[src/rtl/burst_age_arbiter.sv]
module burst_age_arbiter #(
  parameter int N  = 4,
  parameter int PW = 3,
  parameter int LW = 8
) (
  input  logic            clk,
  input  logic            rst_n,
  input  logic [N-1:0]    req,
  input  logic [N*PW-1:0] prio,
  input  logic [LW-1:0]   age_limit,
  input  logic            burst_done,
  output logic [N-1:0]    grant
);

  localparam logic [LW-1:0] CNT_MAX = '1;

  logic [N-1:0]  pend;
  logic [N-1:0]  older [N];
  logic [LW-1:0] cnt;
  logic          cur_old;

  logic [N-1:0] oldest_oh, pri_oh, pick, enter, stay;
  logic         busy, fire, aged, pick_is_old;

  assign busy        = |grant;
  assign fire        = !busy && |pend;
  assign aged        = cnt >= age_limit;
  assign pick        = aged ? oldest_oh : pri_oh;
  assign pick_is_old = |(pick & oldest_oh);
  assign stay        = pend & ~(fire ? pick : '0);
  assign enter       = req & ~pend & ~grant & ~(fire ? pick : '0);

  always_comb begin
    for (int i = 0; i < N; i++) begin
      logic beaten;
      beaten = 1'b0;
      for (int j = 0; j < N; j++)
        if (j != i && pend[j] && older[j][i]) beaten = 1'b1;
      oldest_oh[i] = pend[i] && !beaten;
    end
  end

  always_comb begin
    logic          found;
    logic [PW-1:0] best;
    found  = 1'b0;
    best   = '0;
    pri_oh = '0;
    for (int i = 0; i < N; i++) begin
      if (pend[i] && (!found || prio[i*PW +: PW] < best)) begin
        found  = 1'b1;
        best   = prio[i*PW +: PW];
        pri_oh = '0;
        pri_oh[i] = 1'b1;
      end
    end
  end

  always_ff @(posedge clk) begin
    if (!rst_n) begin
      pend    <= '0;
      grant   <= '0;
      cur_old <= 1'b0;
      for (int i = 0; i < N; i++) older[i] <= '0;
    end else begin
      pend <= stay | enter;
      if (busy && burst_done) grant <= '0;
      else if (fire) begin
        grant   <= pick;
        cur_old <= pick_is_old;
      end
      for (int i = 0; i < N; i++)
        for (int j = 0; j < N; j++)
          if (i != j) begin
            if (enter[j]) older[i][j] <= stay[i] || (enter[i] && i < j);
            else if (enter[i]) older[i][j] <= 1'b0;
          end
    end
  end

  always_ff @(posedge clk) begin
    if (!rst_n) cnt <= '0;
    else if (pend == '0) cnt <= '0;
    else if (fire && pick_is_old) cnt <= '0;
    else if (busy && burst_done && !cur_old && cnt != CNT_MAX) cnt <= cnt + 1'b1;
  end

  p_onehot_r1: assert property (@(posedge clk) disable iff (!rst_n)
    $onehot0(grant));

  p_hold_r2: assert property (@(posedge clk) disable iff (!rst_n)
    (busy && !burst_done) |=> $stable(grant));

  p_gap_r2: assert property (@(posedge clk) disable iff (!rst_n)
    (busy && burst_done) |=> (grant == '0));

  p_pending_r3: assert property (@(posedge clk) disable iff (!rst_n)
    (!busy && |pend) |=> ((grant & $past(pend)) == grant) && (grant != '0));

  p_aged_r6: assert property (@(posedge clk) disable iff (!rst_n)
    (!busy && |pend && cnt >= age_limit) |=> (grant == $past(oldest_oh)));

  p_idle_done_r9: assert property (@(posedge clk) disable iff (!rst_n)
    (!busy && pend == '0) |=> (grant == '0 && cnt == '0));

endmodule

[config.mk]
export PLATFORM = sky130hd
export DESIGN_NAME = burst_age_arbiter
export DESIGN_NICKNAME = d
export VERILOG_FILES = /design/src/rtl/burst_age_arbiter.sv
export SDC_FILE = /design/constraint.sdc
export NUM_CORES = 1
export LEC_CHECK = 0
export BUFFER_PORTS_ARGS = -buffer_cell sky130_fd_sc_hd__buf_2
export CORE_MARGIN = 2
export CORE_UTILIZATION = 50
export DETAILED_ROUTE_END_ITERATION = 8
export MAX_ROUTING_LAYER = met4
export PLACE_DENSITY_LB_ADDON = 0.25
export SYNTH_ARGS = -nofsm -noshare
export SYNTH_HDL_FRONTEND = slang
export SYNTH_SLANG_ARGS = --single-unit
[constraint.sdc]
create_clock -name clk -period 11.7 [get_ports clk]
set_clock_uncertainty 0.2 [all_clocks]
set_input_delay 0.585 -clock clk [delete_from_list [all_inputs] [get_ports clk]]
set_output_delay 0.585 -clock clk [all_outputs]
set_load 0.05 [all_outputs]
==> results.md, run 1 <==
- Synth Area in Compound Gates: between 20% and 30%
- Main synth FF type: dfxtp_1
- Maxcap violations: 0
- Fillers: around 380
- Multi-input logic area: 1230 µm²
- Slew @ Worst Pin: 0.497 ns
- Starting Density: 51.7%
- Final worst slack: 6.37 ns
- Clock share of power: 17.4%
- Final wirelength: 4500 µm
- CTS max path bufs: 2
- Critical Path RT: ~12 ns
- Port Buffers: 30
- Sw power: 0.000213 W
- Status: complete, no violations
- Post-Synth XOR/XNOR Area: under 10%
- Final Cycle Share: 45.5%
- Tmin final: 5.33 ns
- GPL Wtd Cong: 0.812
- CTS Sinks: 29
- Crit path kind: flop to flop
- Most common cell after layout, fill and taps aside: buf_2
- Synthesized net count: 290
- Worst path most repeated cell: a21oi_1
- Setup WS pre-CTS: 6.45 ns
- Synth Instances: 248
- Sw frac: 44.8%
- Crit path max-delay cell type: dfxtp_1
- Horiz. Die Dim: slightly below 70 µm
- Synthesized area: between 2000 and 2500 µm²
- Post-synth cell types: 51
- Final nets: roughly 320
- Asr flop ratio synth: 0%
- Power share of the combinational group: 48.1%
- Num rows: 23
- Area delta synth->final: 12.1%
- Final non-filler cell total: 325
- CTS resizes: 0
- Register Area: 701 µm²
- Register area share after synthesis: 34.1%
- Post-DP HPWL: about 3500 µm
- Max-slew violations: 0
- Worst Path Max Fanout: 16
- Die Y: 68.1 µm
- Worst skew pair latency: approximately 0.28 ns
- Num CTS Buffers: 5
- CTS tree: yes
- Io pins: 31
- Part of the power in registers: 34.4%
- Unrepaired setup endpoints after global routing: false
- Via count of the first global-routing pass: 1638
- Share of cells above drive strength 1: 16.0%
- Crit path buffers/inverters: 0
- Max stage delay on crit path: 0.63 ns
- Leak pwr: 0.983 nW
- Initial DRC count: 84
- HP Class: flop to flop
- Post-synth EDFFs: 12
- Die area: ~4600 µm²
- DR vias/cell: 5.65
- Total grt overflow: 0
- Multiplexer share of the synthesized area: approximately 1.5%
- N_diodes: 0
- Relative slew slack: 66.8%
- CP delay by family, top: compound AO/OA/AOI/OAI gates
- Total power: roughly 0.00048 W
- #FFs+latches synth: 29
- Power per Cell Area: 207 nW/µm²
- Initial antenna violation count: 0
- DRC viols: 0
- Sum of negative setup slack: 0 ns
- GRT Overall Usage: around a fifth
- Routed Antenna Nets: 0
- Warnings from Yosys: 0
- Fin. Hold Viols: 0
- Hold_ws: roughly 0.30 ns
- Worst Setup Start Kind: flop
- Clk Tree Root Cell: clkbuf_8
- Vias: 1837
- Most frequent cells in the layout: buf_2 (30), nand2_1 (27), a21oi_1 (19), nor2_1 (19), nand3_1 (18)
- Internal Power: 0.000263 W
- Core Area: 3970 µm²
- Pre-Repair DR Iteration Count: 4
- Post-Synth Adder-Cell Area: a little under a tenth
- Dpl cells: 317
- CTS Hold Buffers Added: 0
- First-pass GRT wire length: between 7000 and 8000 µm
- H-tree depth: 2
- Simple-Gate Fraction of Synth Area: 25.8%
- Syn Area/Cell: 8.28 µm²
- Largest family of logic cells by synthesized area: simple AND/OR/NAND/NOR gates
- # Post-CTS Setup Buffers: 0
- Final setup viols: 0
- Largest net degree at the start of global routing: 19
- Clock transition at path regs: 0.06 ns
- Crit path DAT: between 5 and 6 ns
- Max Fclk: 188 MHz
- WL per Instance: 13.8 µm
- VDD IR max: 141 µV
- CP Cell Sequence: nand2_1 > ha_1 > a21oi_1 > o21ai_0 > a21oi_1 > nor2_1 > a21oi_1 > ha_1 > nand2_1 > nand3_1 > o21bai_1 > nand2_1 > nor2_1 > a21oi_1 > ha_1 > o21ai_0 > a22o_1 > nor4b_2 > nor2_1 > and2_1 > o31ai_4 > nor3_1
- Crit. End Element: flop
[state kept, by name (all words and copies together), names as in the netlist]
register,flops
older,12
pend,4
cnt,8
cur_old,1
grant,4
[cell usage after synthesis, drive strengths merged (2+ instances only)]
cell     number  area, µm²
or3           3       18.8
ha           15        188
o211ai        2       15.0
o31ai         2       28.8
nor2b         5       31.3
mux2i         3       30.0
and2          2       12.5
nor3         12       65.1
o21a          7       52.6
nor2         19       71.3
a31oi         2       12.5
a211oi        3       27.5
o22ai         2       12.5
a21oi        19       95.1
a21o          2       15.0
inv          17       63.8
nand3        18       90.1
o21ai        10       57.6
xnor2         3       26.3
clkbuf        7       26.3
nand4         5       31.3
dfxtp        17        340
buf           4       28.8
edfxtp       12        360
nor4          2       12.5
nand2b        2       12.5
a22oi         3       22.5
nand2        27        101
xor2          4       35.0
and4          2       17.5
and3          2       12.5
a2111oi       2       17.5
[layout make-up]
type | instances | area share [%]
sequential | 29 | 30.5
inverter | 17 | 2.77
tap | 50 | 2.72
clock buffer | 8 | 3.92
timing repair buffer | 30 | 6.53
multi-input combinational | 191 | 53.6
[power by group through the flow]
stage | clock network [W] | registers, W | logic, W
2_1_floorplan | 0 | 0.000169 | 0.000176
3_3_place_gp | 0 | 0.000165 | 0.000225
3_5_place_dp | 0 | 0.000165 | 0.000227
4_1_cts | 0.0000846 | 0.000164 | 0.000229
5_1_grt | 0.0000892 | 0.000169 | 0.000255
6_report | 0.0000831 | 0.000164 | 0.000229
[worst reg2reg max path, stage by stage, from the launching register on]
cell      delay [ns]
dfxtp_1         0.63
nand2_1         0.15
ha_1            0.34
a21oi_1         0.15
o21ai_0         0.14
a21oi_1         0.40
nor2_1          0.09
a21oi_1         0.19
ha_1            0.28
nand2_1         0.07
nand3_1         0.10
o21bai_1        0.27
nand2_1         0.17
nor2_1          0.06
a21oi_1         0.14
ha_1            0.18
o21ai_0         0.11
a22o_1          0.28
nor4b_2         0.26
nor2_1          0.10
and2_1          0.25
o31ai_4         0.39
nor3_1          0.10
[per-layer routing]
layer / GRT usage, % / wire, µm
met4: 7.50 / 61
met2: 32.2 / 2040
met1: 27.8 / 2220
met3: 4.93 / 181
met5: - / 0
[path summary, 6_finish.rpt]
path	start	to	slack (ns)	depth (start not counted)
worst min-delay path	grant[2]	grant[2]	0.30	2
worst min register to register	grant[2]	grant[2]	0.30	2
worst max-delay path	pend[0]	older[0][7]	6.37	22
worst max register to register	pend[0]	older[0][7]	6.37	22
[cell families after synthesis]
family,after synthesis
buffers and inverters,28
adder cells (fa/ha/maj),15
AND/OR/NAND/NOR,105
XOR/XNOR,7
multiplexers,3
AO/OA/AOI/OAI,61
flip-flops,29
[metrics by stage]
| stage | util (%) | instance area [µm²] |
|---|---|---|
| after global placement | 55.7 | 2210 |
| after detailed placement | 55.7 | 2210 |
| after floorplan | - | 2050 |
| after global routing | 57.9 | 2300 |
| after CTS | 57.9 | 2300 |
| final | 57.9 | 2300 |
Power figures use the tool's default switching activity.
==> run 2: changes to the inputs <==
==> constraint.sdc (replaced) <==
create_clock -name clk -period 5.46 [get_ports clk]
set_clock_uncertainty 0.2 [all_clocks]
set_input_delay 0.273 -clock clk [delete_from_list [all_inputs] [get_ports clk]]
set_output_delay 0.273 -clock clk [all_outputs]
set_load 0.05 [all_outputs]
==> run 2 against run 1 <==
Effect of this change: sequential power rose by 110%; routed wire length rose by 4.3%; cell area fell by 0.11%; flip-flop and latch count did not move; first-iteration DRC count fell by 32%; global-route usage rose by 1.5 points; clock power rose by 100%; critical path type unchanged; maximum frequency rose by 7.2%; sequential share of layout area barely moved; count of clock-buffer cells in the layout did not move.
==> results.md, run 2 (synthesis gave the netlist of run 1 again) <==
- Status: complete, no violations
- CTS Hold Buffers Added: 0 (unchanged)
- CTS tree: yes
- Clock transition at path regs: 0.06 ns (about the same)
- Starting Density: 51.7% (unchanged)
- Via count of the first global-routing pass: 1644 (+0.37%)
- Fillers: 399 (+5.3%)
- N_diodes: 0 (unchanged)
- WL per Instance: 14.4 µm (+4.0%)
- Slew @ Worst Pin: 0.482 ns (-0.0156 ns)
- Worst skew pair latency: 0.28 ns (about the same)
- Final worst slack: 0.489 ns (-5.88 ns)
- Final wirelength: 4690 µm (+4.3%)
- Worst Setup Start Kind: flop
- HP Class: input port to flop
- Share of cells above drive strength 1: 15.9% (-0.058 points)
- Tmin final: 4.97 ns (-0.357 ns)
- Leak pwr: 0.982 nW (about the same)
- Register Area: 701 µm² (unchanged)
- Final setup viols: 0 (unchanged)
- DRC viols: 0 (unchanged)
- Post-DP HPWL: 3600 µm (+4.2%)
- GPL Wtd Cong: 0.847 (+4.3%)
- Io pins: 31 (unchanged)
- Die Y: 68.1 µm (unchanged)
- Most common cell after layout, fill and taps aside: buf_2
- CTS resizes: 0 (unchanged)
- Crit path kind: flop to flop
- Largest regs: older (12), cnt (8)
- Setup WS pre-CTS: 0.497 ns (-5.95 ns)
- Final Cycle Share: 91.0% (+46 points)
- Unrepaired setup endpoints after global routing: false
- Critical Path RT: 5.27 ns (-6.24 ns)
- Routed Antenna Nets: 0 (unchanged)
- Relative slew slack: 67.8% (+1.0 points)
- Largest reg by FF count: older
- Final nets: 317 (+0.32%)
- Initial antenna violation count: 0 (unchanged)
- Most frequent cells in the layout: buf_2 (30), nand2_1 (27), a21oi_1 (19), nor2_1 (19), nand3_1 (18)
- Pre-Repair DR Iteration Count: 4 (unchanged)
- # Post-CTS Setup Buffers: 0 (unchanged)
- Die area: 4630 µm² (unchanged)
- Total grt overflow: 0 (unchanged)
- Clk Tree Root Cell: clkbuf_8
- Crit. End Element: flop
- DR vias/cell: 5.81 (+2.7%)
- H-tree depth: 2 (unchanged)
- CTS max path bufs: 2 (unchanged)
- Max Fclk: 201 MHz (+7.2%)
- Vias: 1893 (+3.0%)
- Num CTS Buffers: 5 (unchanged)
- Num rows: 23 (unchanged)
- Max reg flops: 12 (unchanged)
- Area delta synth->final: 11.9%
- VDD IR max: 380 µV (+170%)
- Max-slew violations: 0 (unchanged)
- Sum of negative setup slack: 0 ns (unchanged)
- Multi-input logic area: 1230 µm² (unchanged)
- CTS Sinks: 29 (unchanged)
- Horiz. Die Dim: 68.1 µm (unchanged)
- Core Area: 3970 µm² (unchanged)
- Maxcap violations: 0 (unchanged)
- Largest net degree at the start of global routing: 19 (unchanged)
- GRT Overall Usage: 22.7% (+1.5 points)
- Initial DRC count: 57 (-32%)
- Crit path DAT: 4.78 ns (-0.36 ns)
- Worst Path Max Fanout: 6 (-10)
- Port Buffers: 30 (unchanged)
- First-pass GRT wire length: 7500 µm (+5.5%)
- Fin. Hold Viols: 0 (unchanged)
- Power per Cell Area: 441 nW/µm² (+110%)
==> run 2: worst paths after layout <==
kind,startpoint,to,slack (ns),cells after the start
max,pend[0],older[0][6],0.49,21
min reg2reg,grant[2],grant[2],0.31,2
min,burst_done,grant[0],0.17,3
max reg2reg,pend[0],older[0][6],0.49,21
==> run 2: area by class of cell <==
class                   count  share of cell area, %
multi-input cells         191                   53.7
flip-flops and latches     29                   30.5
repair buffers             31                   6.86
clock buffers               8                   3.48
inverters                  17                   2.78
well taps                  50                   2.72
==> run 2: per-stage QoR <==
stage	total power, W	utilization [%]	instance area [µm²]	hold slack, ns	std cells
2_1_floorplan	0.000740	-	2050	0.300	248
3_3_place_gp	0.000841	55.9	2220	0.303	318
3_5_place_dp	0.000848	55.9	2220	0.301	318
4_1_cts	0.00102	57.9	2300	0.168	326
5_1_grt	0.00110	57.9	2300	0.197	326
6_report	0.00101	57.9	2300	0.171	326
==> run 2: power breakdown <==
part / leakage, nW / internal (W) / switching (W) / total, W
clock network: 0.0395 / 0.0000903 / 0.0000757 / 0.000166
registers: 0.273 / 0.000289 / 0.0000562 / 0.000346
logic: 0.669 / 0.000174 / 0.000328 / 0.000502
total: 0.982 / 0.000554 / 0.000460 / 0.00101
==> run 2: worst max-delay path: stages (launching register included) <==
cell	delay (ns)
dfxtp_1	0.36
nand2_1	0.10
ha_1	0.32
a21oi_1	0.15
o21ai_0	0.15
a21oi_1	0.40
nor2_1	0.09
a21oi_1	0.18
ha_1	0.27
nand2_1	0.06
nand3_1	0.09
o21bai_1	0.27
nand2_1	0.18
a21oi_1	0.10
ha_1	0.29
o21ai_0	0.10
a22o_1	0.28
nor4b_2	0.26
nor2_1	0.10
and2_1	0.25
o31ai_4	0.39
nor3_1	0.11
==> run 2: routing by layer <==
layer / wire length [µm] / share of wire [%] / vias to the layer above / GRT usage, %
li1: - / - / 954 / -
met1: 2220 / 47 / 882 / 30.2
met2: 2170 / 46 / 53 / 34.5
met3: 232 / 4.9 / 4 / 3.95
met4: 63 / 1.3 / 0 / 9.00
met5: 0 / 0 / - / -
